$ cat src/rtl/uart_lsr_pkg.sv
package uart_lsr_pkg;
  typedef struct packed {
    logic store;
    logic setOe;
    logic setPe;
    logic setFe;
    logic setBi;
  } lsrStrobes_t;
endpackage

$ cat src/rtl/lsr_rx_ctrl.sv
module lsr_rx_ctrl
  import uart_lsr_pkg::*;
#(
  parameter int FRAME_BITS = 11
) (
  input  logic        clk,
  input  logic        rstN,
  input  logic        rxBitTick,
  input  logic        rxSerialIn,
  input  logic        rxCharDone,
  input  logic        rxStopBit,
  input  logic        rxParityBad,
  input  logic        rxBufFull,
  input  logic        dataReady,
  output lsrStrobes_t strb,
  output logic        rxResync
);
  localparam int CW = $clog2(FRAME_BITS + 1);
  localparam logic [CW-1:0] FULL = CW'(FRAME_BITS);
  localparam logic [CW-1:0] LAST = CW'(FRAME_BITS - 1);

  logic [CW-1:0] lowCnt;
  logic armed;
  logic locked, breakEvt, charOk, anyChar, overrun, feLow;

  // A saturated counter is the lock: no further break, no completions.
  assign locked   = (lowCnt == FULL);
  assign breakEvt = rxBitTick && !rxSerialIn && (lowCnt == LAST);
  assign charOk   = rxCharDone && !locked && !breakEvt;
  assign anyChar  = charOk || breakEvt;
  assign overrun  = anyChar && (dataReady || rxBufFull);
  assign feLow    = charOk && !rxStopBit && !rxSerialIn;

  always_comb begin
    strb.store = anyChar && !overrun;
    strb.setOe = overrun;
    strb.setPe = charOk && rxParityBad;
    strb.setFe = charOk && !rxStopBit;
    strb.setBi = breakEvt;
  end

  assign rxResync = armed && rxBitTick && !rxSerialIn && !breakEvt;

  always_ff @(posedge clk or negedge rstN) begin
    if (!rstN) begin
      lowCnt <= '0;
    end else if (rxBitTick) begin
      if (rxSerialIn) lowCnt <= '0;
      else if (!locked) lowCnt <= lowCnt + 1'b1;
    end
  end

  always_ff @(posedge clk or negedge rstN) begin
    if (!rstN) armed <= 1'b0;
    else if (breakEvt) armed <= 1'b0;
    else if (feLow) armed <= 1'b1;
    else if (rxBitTick) armed <= 1'b0;
  end

  AST_RESYNC_SINGLE: assert property (@(posedge clk) disable iff (!rstN)
    rxResync && !rxCharDone |=> !rxResync);
  AST_LOCK_HOLDS: assert property (@(posedge clk) disable iff (!rstN)
    strb.setBi |=> !strb.setBi && !strb.setFe);
  AST_BREAK_ONE_CHAR: assert property (@(posedge clk) disable iff (!rstN)
    strb.setBi |-> (strb.store != strb.setOe));
endmodule

$ cat src/rtl/lsr_status_path.sv
module lsr_status_path
  import uart_lsr_pkg::*;
#(
  parameter int STATUS_W = 32,
  parameter int MCR_W    = 2
) (
  input  logic                clk,
  input  logic                rstN,
  input  lsrStrobes_t         strb,
  input  logic                rxDataRead,
  input  logic                statusRd,
  input  logic                txHoldBusy,
  input  logic                txShiftBusy,
  input  logic                mcrWe,
  input  logic [MCR_W-1:0]    mcrWdata,
  output logic [STATUS_W-1:0] statusWord,
  output logic                dataReady,
  output logic                rtsN,
  output logic                dtrN
);
  localparam int NSTICKY = 4;
  localparam int PAD_W   = STATUS_W - 3 - NSTICKY;

  logic [NSTICKY-1:0] stickySet, sticky;
  logic holdEmpty, txEmpty;
  logic [MCR_W-1:0] mcr;

  // order: overrun, parity, framing, break
  assign stickySet = {strb.setBi, strb.setFe, strb.setPe, strb.setOe};

  for (genvar i = 0; i < NSTICKY; i++) begin : gSticky
    always_ff @(posedge clk or negedge rstN) begin
      if (!rstN) sticky[i] <= 1'b0;
      else if (stickySet[i]) sticky[i] <= 1'b1;
      else if (statusRd) sticky[i] <= 1'b0;
    end
  end

  always_ff @(posedge clk or negedge rstN) begin
    if (!rstN) begin
      dataReady <= 1'b0;
      holdEmpty <= 1'b1;
      txEmpty   <= 1'b1;
      mcr       <= '0;
    end else begin
      if (strb.store) dataReady <= 1'b1;
      else if (rxDataRead) dataReady <= 1'b0;
      holdEmpty <= !txHoldBusy;
      txEmpty   <= !txHoldBusy && !txShiftBusy;
      if (mcrWe) mcr <= mcrWdata;
    end
  end

  assign statusWord = {{PAD_W{1'b0}}, txEmpty, holdEmpty, sticky, dataReady};
  assign dtrN = !mcr[0];
  assign rtsN = !mcr[1];

  AST_TEMT_NEEDS_THRE: assert property (@(posedge clk) disable iff (!rstN)
    statusWord[6] |-> statusWord[5]);
  AST_STORE_SETS_READY: assert property (@(posedge clk) disable iff (!rstN)
    strb.store |=> dataReady);
  AST_STICKY_CLEARS: assert property (@(posedge clk) disable iff (!rstN)
    statusRd && !strb.setPe |=> !statusWord[2]);
  AST_DTR_PIN: assert property (@(posedge clk) disable iff (!rstN)
    mcrWe |=> (dtrN == !$past(mcrWdata[0])));
endmodule

$ cat src/rtl/uart_line_status.sv
module uart_line_status
  import uart_lsr_pkg::*;
#(
  parameter int DATA_BITS   = 8,
  parameter int PARITY_BITS = 1,
  parameter int STOP_BITS   = 1,
  parameter int STATUS_W    = 32
) (
  input  logic                clk,
  input  logic                rstN,
  input  logic                rxBitTick,
  input  logic                rxSerialIn,
  input  logic                rxCharDone,
  input  logic                rxStopBit,
  input  logic                rxParityBad,
  input  logic                rxBufFull,
  input  logic                rxDataRead,
  input  logic                statusRd,
  input  logic                txHoldBusy,
  input  logic                txShiftBusy,
  input  logic                mcrWe,
  input  logic [1:0]          mcrWdata,
  output logic [STATUS_W-1:0] statusWord,
  output logic                rxStore,
  output logic                rxResync,
  output logic                rtsN,
  output logic                dtrN
);
  localparam int FRAME_BITS = 1 + DATA_BITS + PARITY_BITS + STOP_BITS;

  lsrStrobes_t strb;
  logic dataReady;

  lsr_rx_ctrl #(.FRAME_BITS(FRAME_BITS)) uCtrl (
    .clk(clk), .rstN(rstN), .rxBitTick(rxBitTick), .rxSerialIn(rxSerialIn),
    .rxCharDone(rxCharDone), .rxStopBit(rxStopBit), .rxParityBad(rxParityBad),
    .rxBufFull(rxBufFull), .dataReady(dataReady), .strb(strb), .rxResync(rxResync)
  );

  lsr_status_path #(.STATUS_W(STATUS_W), .MCR_W(2)) uPath (
    .clk(clk), .rstN(rstN), .strb(strb), .rxDataRead(rxDataRead),
    .statusRd(statusRd), .txHoldBusy(txHoldBusy), .txShiftBusy(txShiftBusy),
    .mcrWe(mcrWe), .mcrWdata(mcrWdata), .statusWord(statusWord),
    .dataReady(dataReady), .rtsN(rtsN), .dtrN(dtrN)
  );

  assign rxStore = strb.store;
endmodule

$ cat config.mk
export PLATFORM = sky130hd
export DESIGN_NAME = uart_line_status
export DESIGN_NICKNAME = d
export VERILOG_FILES = /design/src/rtl/uart_lsr_pkg.sv /design/src/rtl/lsr_rx_ctrl.sv /design/src/rtl/lsr_status_path.sv /design/src/rtl/uart_line_status.sv
export SDC_FILE = /design/constraint.sdc
export NUM_CORES = 1
export LEC_CHECK = 0
export BUFFER_PORTS_ARGS = -buffer_cell sky130_fd_sc_hd__clkbuf_2
export CAP_MARGIN = 0
export CORE_ASPECT_RATIO = 1.2
export CORE_MARGIN = 2
export CORE_UTILIZATION = 43
export CTS_CLUSTER_DIAMETER = 120
export DETAILED_ROUTE_END_ITERATION = 6
export PLACE_DENSITY = 0.82
export SYNTH_ARGS = -nofsm -noshare
export SYNTH_HDL_FRONTEND = slang
export SYNTH_HIERARCHICAL = 1
export SYNTH_SLANG_ARGS = --single-unit
$ cat constraint.sdc
create_clock -name clk -period 1.8 [get_ports clk]
set_input_delay 0.36 -clock clk [delete_from_list [all_inputs] [get_ports clk]]
set_output_delay 0.36 -clock clk [all_outputs]
set_load 0.01 [all_outputs]
==> results of run 1 <==
[worst paths after layout]
kind	startpoint	endpoint	slack, ns	cells past startpoint
worst max-delay path	uCtrl/lowCnt[1]	rxStore	0.02	5
worst min-delay path	txShiftBusy	uPath/txEmpty	0.17	2
worst max register to register	uCtrl/lowCnt[0]	uCtrl/lowCnt[1]	0.37	6
worst min register to register	uPath/statusWord[3]	uPath/statusWord[3]	0.49	1
max in group asynchronous	rstN	uPath/txEmpty	1.01	2
min in group asynchronous	rstN	uPath/statusWord[2]	0.49	2
[cells by family after synthesis]
family          after synthesis
simple gates                 19
mux                           1
compound gates               17
fa+ha+maj                     2
flops                        14
buf+inv                      41
other cells                   1
[state kept, by name, summed over array words and instances, names as in the netlist]
name              flops
uCtrl/lowCnt          4
uPath/statusWord      4
uPath/mcr             2
uCtrl/armed           1
uPath/dataReady       1
uPath/holdEmpty       1
uPath/txEmpty         1
[Yosys cell counts, drive strengths merged (2+ instances only)]
| master | n |
|---|---|
| ha | 2 |
| a21o | 5 |
| a21oi | 2 |
| nand2b | 2 |
| nand3b | 2 |
| dfstp | 2 |
| nand2 | 3 |
| nor2b | 3 |
| o22ai | 4 |
| buf | 30 |
| nor2 | 2 |
| o21ai | 2 |
| inv | 11 |
| dfrtp | 12 |
[final cells by class]
type | instances | area, um2 | share of cell area, %
Sequential cell | 14 | 352.8 | 33.69
Inverter | 11 | 43.79 | 4.182
Timing Repair Buffer | 33 | 187.7 | 17.92
Clock buffer | 4 | 36.28 | 3.465
Multi-Input combinational cell | 64 | 401.6 | 38.35
Tap cell | 20 | 25.02 | 2.389
[repair_timing]
action                                  in CTS  in global routing
buffers inserted                             5                  2
cloned                                       0                  0
endpoints found under the hold margin       12                  0
pin swaps                                    3                  1
hold buffers                                 1                  0
gates resized for setup                      6                  1
endpoints found under the setup margin       1                  1
[layer usage]
layer / GRT usage (%) / vias up
met5: 0 / -
li1: - / 318
met1: 13.52 / 304
met3: 3.300 / 6
met2: 24.77 / 31
met4: 7.143 / 0
[power groups by stage]
stage	registers [W]	logic [W]	clock network, W
after global placement	0.000395	0.000180	0
after CTS	0.000393	0.000215	0.000238
after detailed placement	0.000399	0.000186	0
final	0.000392	0.000227	0.000235
after floorplan	0.000394	0.000173	0
after global routing	0.000399	0.000249	0.000248
[critical path, cell delays in order, from the launching register on]
cell and delay [ns]:
dfrtp_1 0.41, ha_2 0.20, nand3b_1 0.15, nand2_2 0.08, a21boi_2 0.16, buf_2 0.14
[stage by stage]
| stage | instance area, um2 | util [%] |
|---|---|---|
| CTS | 1032 | 50.93 |
| finish | 1047 | 51.67 |
| global placement | 927.1 | 45.74 |
| global route | 1047 | 51.67 |
| detailed placement | 927.1 | 45.74 |
| floorplan | 1002 | - |
==> flow_summary.ini, run 1 <==
[sta]
setup_ws_ns = 0.01630
rsz0062_at_grt = yes
holdWs_ns = 0.1658
tns_ns = 0
drv_slew = 0
max_freq_mhz = 560.6
period_share_pct = 99.09
timing_hold_violations_final = 0
setup_viol = 0
period_needed_ns = 1.784
fin_skew_ns = 0.001813

[floorplan]
die_w_um = 46.05
coreArea_um2 = 2027
io_pins = 51
initial_core_util_pct = 45.00
fp.dieArea_um2 = 2507
num_rows = 18
dieHeight_um = 54.45

[critical_path]
critPathLaunchType = flop
path_class = flop to output port
cp.arrival_ns = 1.42
cp.required_ns = 1.44
cp_max_fo = 3
crit_path_end_kind = output port

[clock_tree]
clk_pin_slew_worst_paths_ns = 0.09
worstSkewPairLatency_ns = 0.29
cts_max_level = 1
cts_max_path_buffers = 2
cts.sinks = 14
cts_tree = yes
ctsRootBufferMaster = clkbuf_4
cts_made_buffers = 3

[drt]
wl_met1_um = 544
drt.antenna.violating_nets = 0
drt_wl_total_mm = 1.622
wl_per_cell_um = 11.11
via_count = 659
wl_met2_um = 931
dr.pass1.iters = 4
initialDrtViolationCount = 7
route.detailed.drc = 0
top_layer = met4
route.met3.wl_um = 110
viasPerCell = 4.514

[power_and_ir_drop]
p_sw_share_pct = 31.84
p_per_area_nw_per_um2 = 814.9
vdd_drop_max_mv = 0.6166
pwr-share-seq_pct = 45.9
comb_power_share_pct = 26.6
p_int_w = 0.0005817
total_power_w = 0.0008534
pwr-share-clk_pct = 27.5
switchingPower_w = 0.0002717
leakagePower_nw = 0.6066

[synth]
yosysUniqueCellTypes = 29
synth-simple-area-share_pct = 14.27
syn_area_um2 = 912.1
async_flop_share_pct = 100.0
synth-xor-area-share_pct = 0
synth_top_area_share_pct = 32.92
ys_ff_latch = 14
synthTopCellsByArea = dfrtp_1, buf_4, dfstp_2, a21o_1, inv_1
postSynthCellCount = 95
avgSynthCellArea_um2 = 9.601
yosysSeqAreaShare_pct = 38.68
synth_edf_count = 0
synth_warnings = 6
synth_top_family_by_area = buffers and inverters
yosysTopAreaCell = dfrtp_1
synth_compound_area_share_pct = 13.31
synthAdderAreaFrac_pct = 2.743
synth.area.mux_share_pct = 1.097
ys.flop_type = dfrtp_1

[global_routing]
antenna_found_initial = 0
grt_usage_pct = 13.44
grt_pass1_wl_mm = 2.346
grt_overflow_total = 0
grt_pass1_vias = 546
grt_max_degree = 15

[final_layout]
antenna_cells = 0
area_growth_pct = 14.81
drive_gt1_share_pct = 38.89
nFillCells = 180
final_cell_mix = conb_1, clkbuf_2, dfrtp_1
final_nets = 144
final_common_cell = conb_1
fin_cells = 146

[flow_run]
drv_cap = 0

[hold_path]
min_path_type = input port to flop

[placement]
post-place-ws_ns = 0.08994
dp_cells = 134
io_buffers = 25
gp_congestion = 0.7572
dp_hpwl_mm = 1.175

[status]
status = completed
Power figures use the tool's default switching activity.
==> inputs of run 2 (changes only) <==
Settings changed: ABC_AREA from default to 1.
==> run 2 against run 1 <==
  * The flow now finishes with violations (negative setup slack)
  * Combinational power shrank 21%
  * Via count grew 10%
  * Clock power shrank 23%
  * Critical path depth grew 2
  * Global-route usage shrank 0.89 points
  * Final cell count grew 25%
  * Hold slack gained 0.022 ns
  * Largest cell class unchanged
==> flow_summary.ini, run 2 <==
[status]
status = finished, violations left
violations = negative setup slack

[hold_path]
hp-start = txShiftBusy
min_path_type = input port to flop

[global_routing]
grt_pass1_vias = 585
grt_pass1_wl_mm = 2.208
grt_usage_pct = 12.55
antenna_found_initial = 0
grt_overflow_total = 0
grt_max_degree = 15

[floorplan]
initial_core_util_pct = 45.18
die_w_um = 46.36
dieHeight_um = 54.83
num_rows = 18
fp.dieArea_um2 = 2542
io_pins = 51
coreArea_um2 = 2049

[clock_tree]
cts.sinks = 14
cts_max_path_buffers = 2
cts_max_level = 1
ctsRootBufferMaster = clkbuf_4
cts_tree = yes
worstSkewPairLatency_ns = 0.28
clk_pin_slew_worst_paths_ns = 0.07
cts_made_buffers = 3

[synth]
synthTopCellsByCount = buf_4, nand2_1, inv_1, dfrtp_1, nand3_1
syn_area_um2 = 925.9
synthTopCellsByArea = dfrtp_1, buf_4, nand2_1, inv_1, dfstp_2
synth_edf_count = 0
synth_top_area_share_pct = 32.43
yosysUniqueCellTypes = 18
yosysMostFrequentCell = buf_4
avgSynthCellArea_um2 = 7.716
async_flop_share_pct = 100.0
ys_ff_latch = 14
synth_warnings = 6
ys.flop_type = dfrtp_1
postSynthCellCount = 120
yosysTopAreaCell = dfrtp_1
yosysSeqAreaShare_pct = 38.11

[critical_path]
crit_start = uCtrl/lowCnt[0]
timing.rr.start = uCtrl/lowCnt[1]
slowest_stage = dfrtp_1
cpPeakStageDelay_ns = 0.44
path_class = flop to output port
crit_chain = inv_2, ha_4, nand3_4, nor2_4, nor2_4, nor2_2, buf_2
cp.arrival_ns = 1.46
crit_buf_inv = 2
path_delay_family = flip-flops
crit_path_end_kind = output port
crit_path_frequent_cell = nor2_4
cp.required_ns = 1.44
critPathLaunchType = flop
cp_max_fo = 4

[power_and_ir_drop]
vdd_drop_max_mv = 0.2810
leakagePower_nw = 0.6578
p_per_area_nw_per_um2 = 651.2

[final_layout]
final_common_cell = nand2_1
drive_gt1_share_pct = 34.87
final_cell_mix = nand2_1, conb_1, clkbuf_2
area_growth_pct = 20.14
ff_latch_area_um2 = 354.1
antenna_cells = 0
final_nets = 170
nFillCells = 187
multi_input_comb_area_um2 = 405.4

[drt]
wl_per_cell_um = 9.451
route.detailed.drc = 0
via_count = 727
dr.pass1.iters = 4
drt_wl_total_mm = 1.720
initialDrtViolationCount = 13
drt.antenna.violating_nets = 0
viasPerCell = 3.995

[placement]
dp_hpwl_mm = 1.222
io_buffers = 25
post-place-ws_ns = 0.1710
gp_congestion = 0.8187

[sta]
rsz0062_at_grt = yes
setup_viol = 1
timing_hold_violations_final = 0
period_share_pct = 101.2
period_needed_ns = 1.821
setup_ws_ns = -0.02149
drv_slew = 0
fin_skew_ns = 0.006378
tns_ns = -0.02149
max_freq_mhz = 549.0

[flow_run]
drv_cap = 0
## run 2: cell count changes in the layout (fill, tap and decap cells not counted), moves of 3 or more
cell,change
nand3_1,+3
o22ai_1,-4
inv_1,+13
a21o_1,-5
o21ai_0,+4
nor2b_1,-3
nand2_1,+25
## run 2: worst paths after layout
| kind | endpoint | slack (ns) | depth (start not counted) |
|---|---|---|---|
| min | uPath/txEmpty | 0.19 | 2 |
| max | rxStore | -0.02 | 7 |
| max in group asynchronous | uPath/holdEmpty | 0.98 | 2 |
| min reg2reg | uPath/mcr[1] | 0.48 | 2 |
| min in group asynchronous | uPath/dataReady | 0.51 | 2 |
| max reg2reg | uPath/statusWord[3] | 0.44 | 10 |
## run 2: worst reg2reg max path: stages, from the launching register on
cell and delay [ns]:
dfrtp_2 0.44, buf_6 0.13, ha_4 0.15, nand3_4 0.07, nor2_4 0.05, buf_4 0.14, nor2_2 0.09, inv_1 0.06
nor2_1 0.08, inv_1 0.04, nand2_1 0.06
## run 2: per-stage QoR
| stage | util [%] | cells | cell area [um2] | hold WS [ns] | power (W) |
|---|---|---|---|---|---|
| after floorplan | - | 144 | 1016 | 0.06441 | 0.0004943 |
| after global placement | 46.52 | 169 | 953.4 | 0.2760 | 0.0004916 |
| after global routing | 54.27 | 182 | 1112 | 0.1787 | 0.0007676 |
| after detailed placement | 46.52 | 169 | 953.4 | 0.2774 | 0.0004988 |
| final | 54.27 | 182 | 1112 | 0.1880 | 0.0007243 |
| after CTS | 49.88 | 177 | 1022 | 0.1818 | 0.0006942 |
## run 2: layer usage
layer / GRT usage [%] / routed length, um / up-vias
li1: - / - / 360
met1: 10.26 / 625 / 323
met2: 25.93 / 919 / 42
met3: 2.640 / 154 / 2
met4: 7.143 / 19 / 0
met5: 0 / 0 / -
## run 2: area by class of cell
cell class                 instances  share of cell area (%)
tap                               30                   3.375
sequential                        14                   31.83
timing repair buffer              34                   17.89
inverter                          24                   8.099
clock buffer                       4                   2.362
multi-input combinational         76                   36.45
## run 2: power by group
group / switching, W / internal (W) / leakage (nW)
sequential: 0.0000223 / 0.000342 / 0.173
clock: 0.0000950 / 0.0000860 / 0.0150
combinational: 0.000105 / 0.0000745 / 0.469
## run 2: cell families (layout without fill, tap and decap cells)
kind of cell	count (synthesis)	in the layout	synth area share, %
buf+inv	54	62	34.05
simple gates	42	42	19.73
flops	14	14	38.11
compound gates	6	6	4.054
fa+ha+maj	2	2	2.702
other cells	1	25	0.4050
xor+xnor	1	1	0.9461
## run 2: timing repair
| item | CTS | global route |
|---|---|---|
| setup buffers | 3 | 5 |
| hold buffers | 1 | 0 |
| endpoints found under the setup margin | 1 | 1 |
| hold endpoints to repair | 12 | 0 |
| pin swaps | 1 | 7 |
| resized for setup | 2 | 14 |
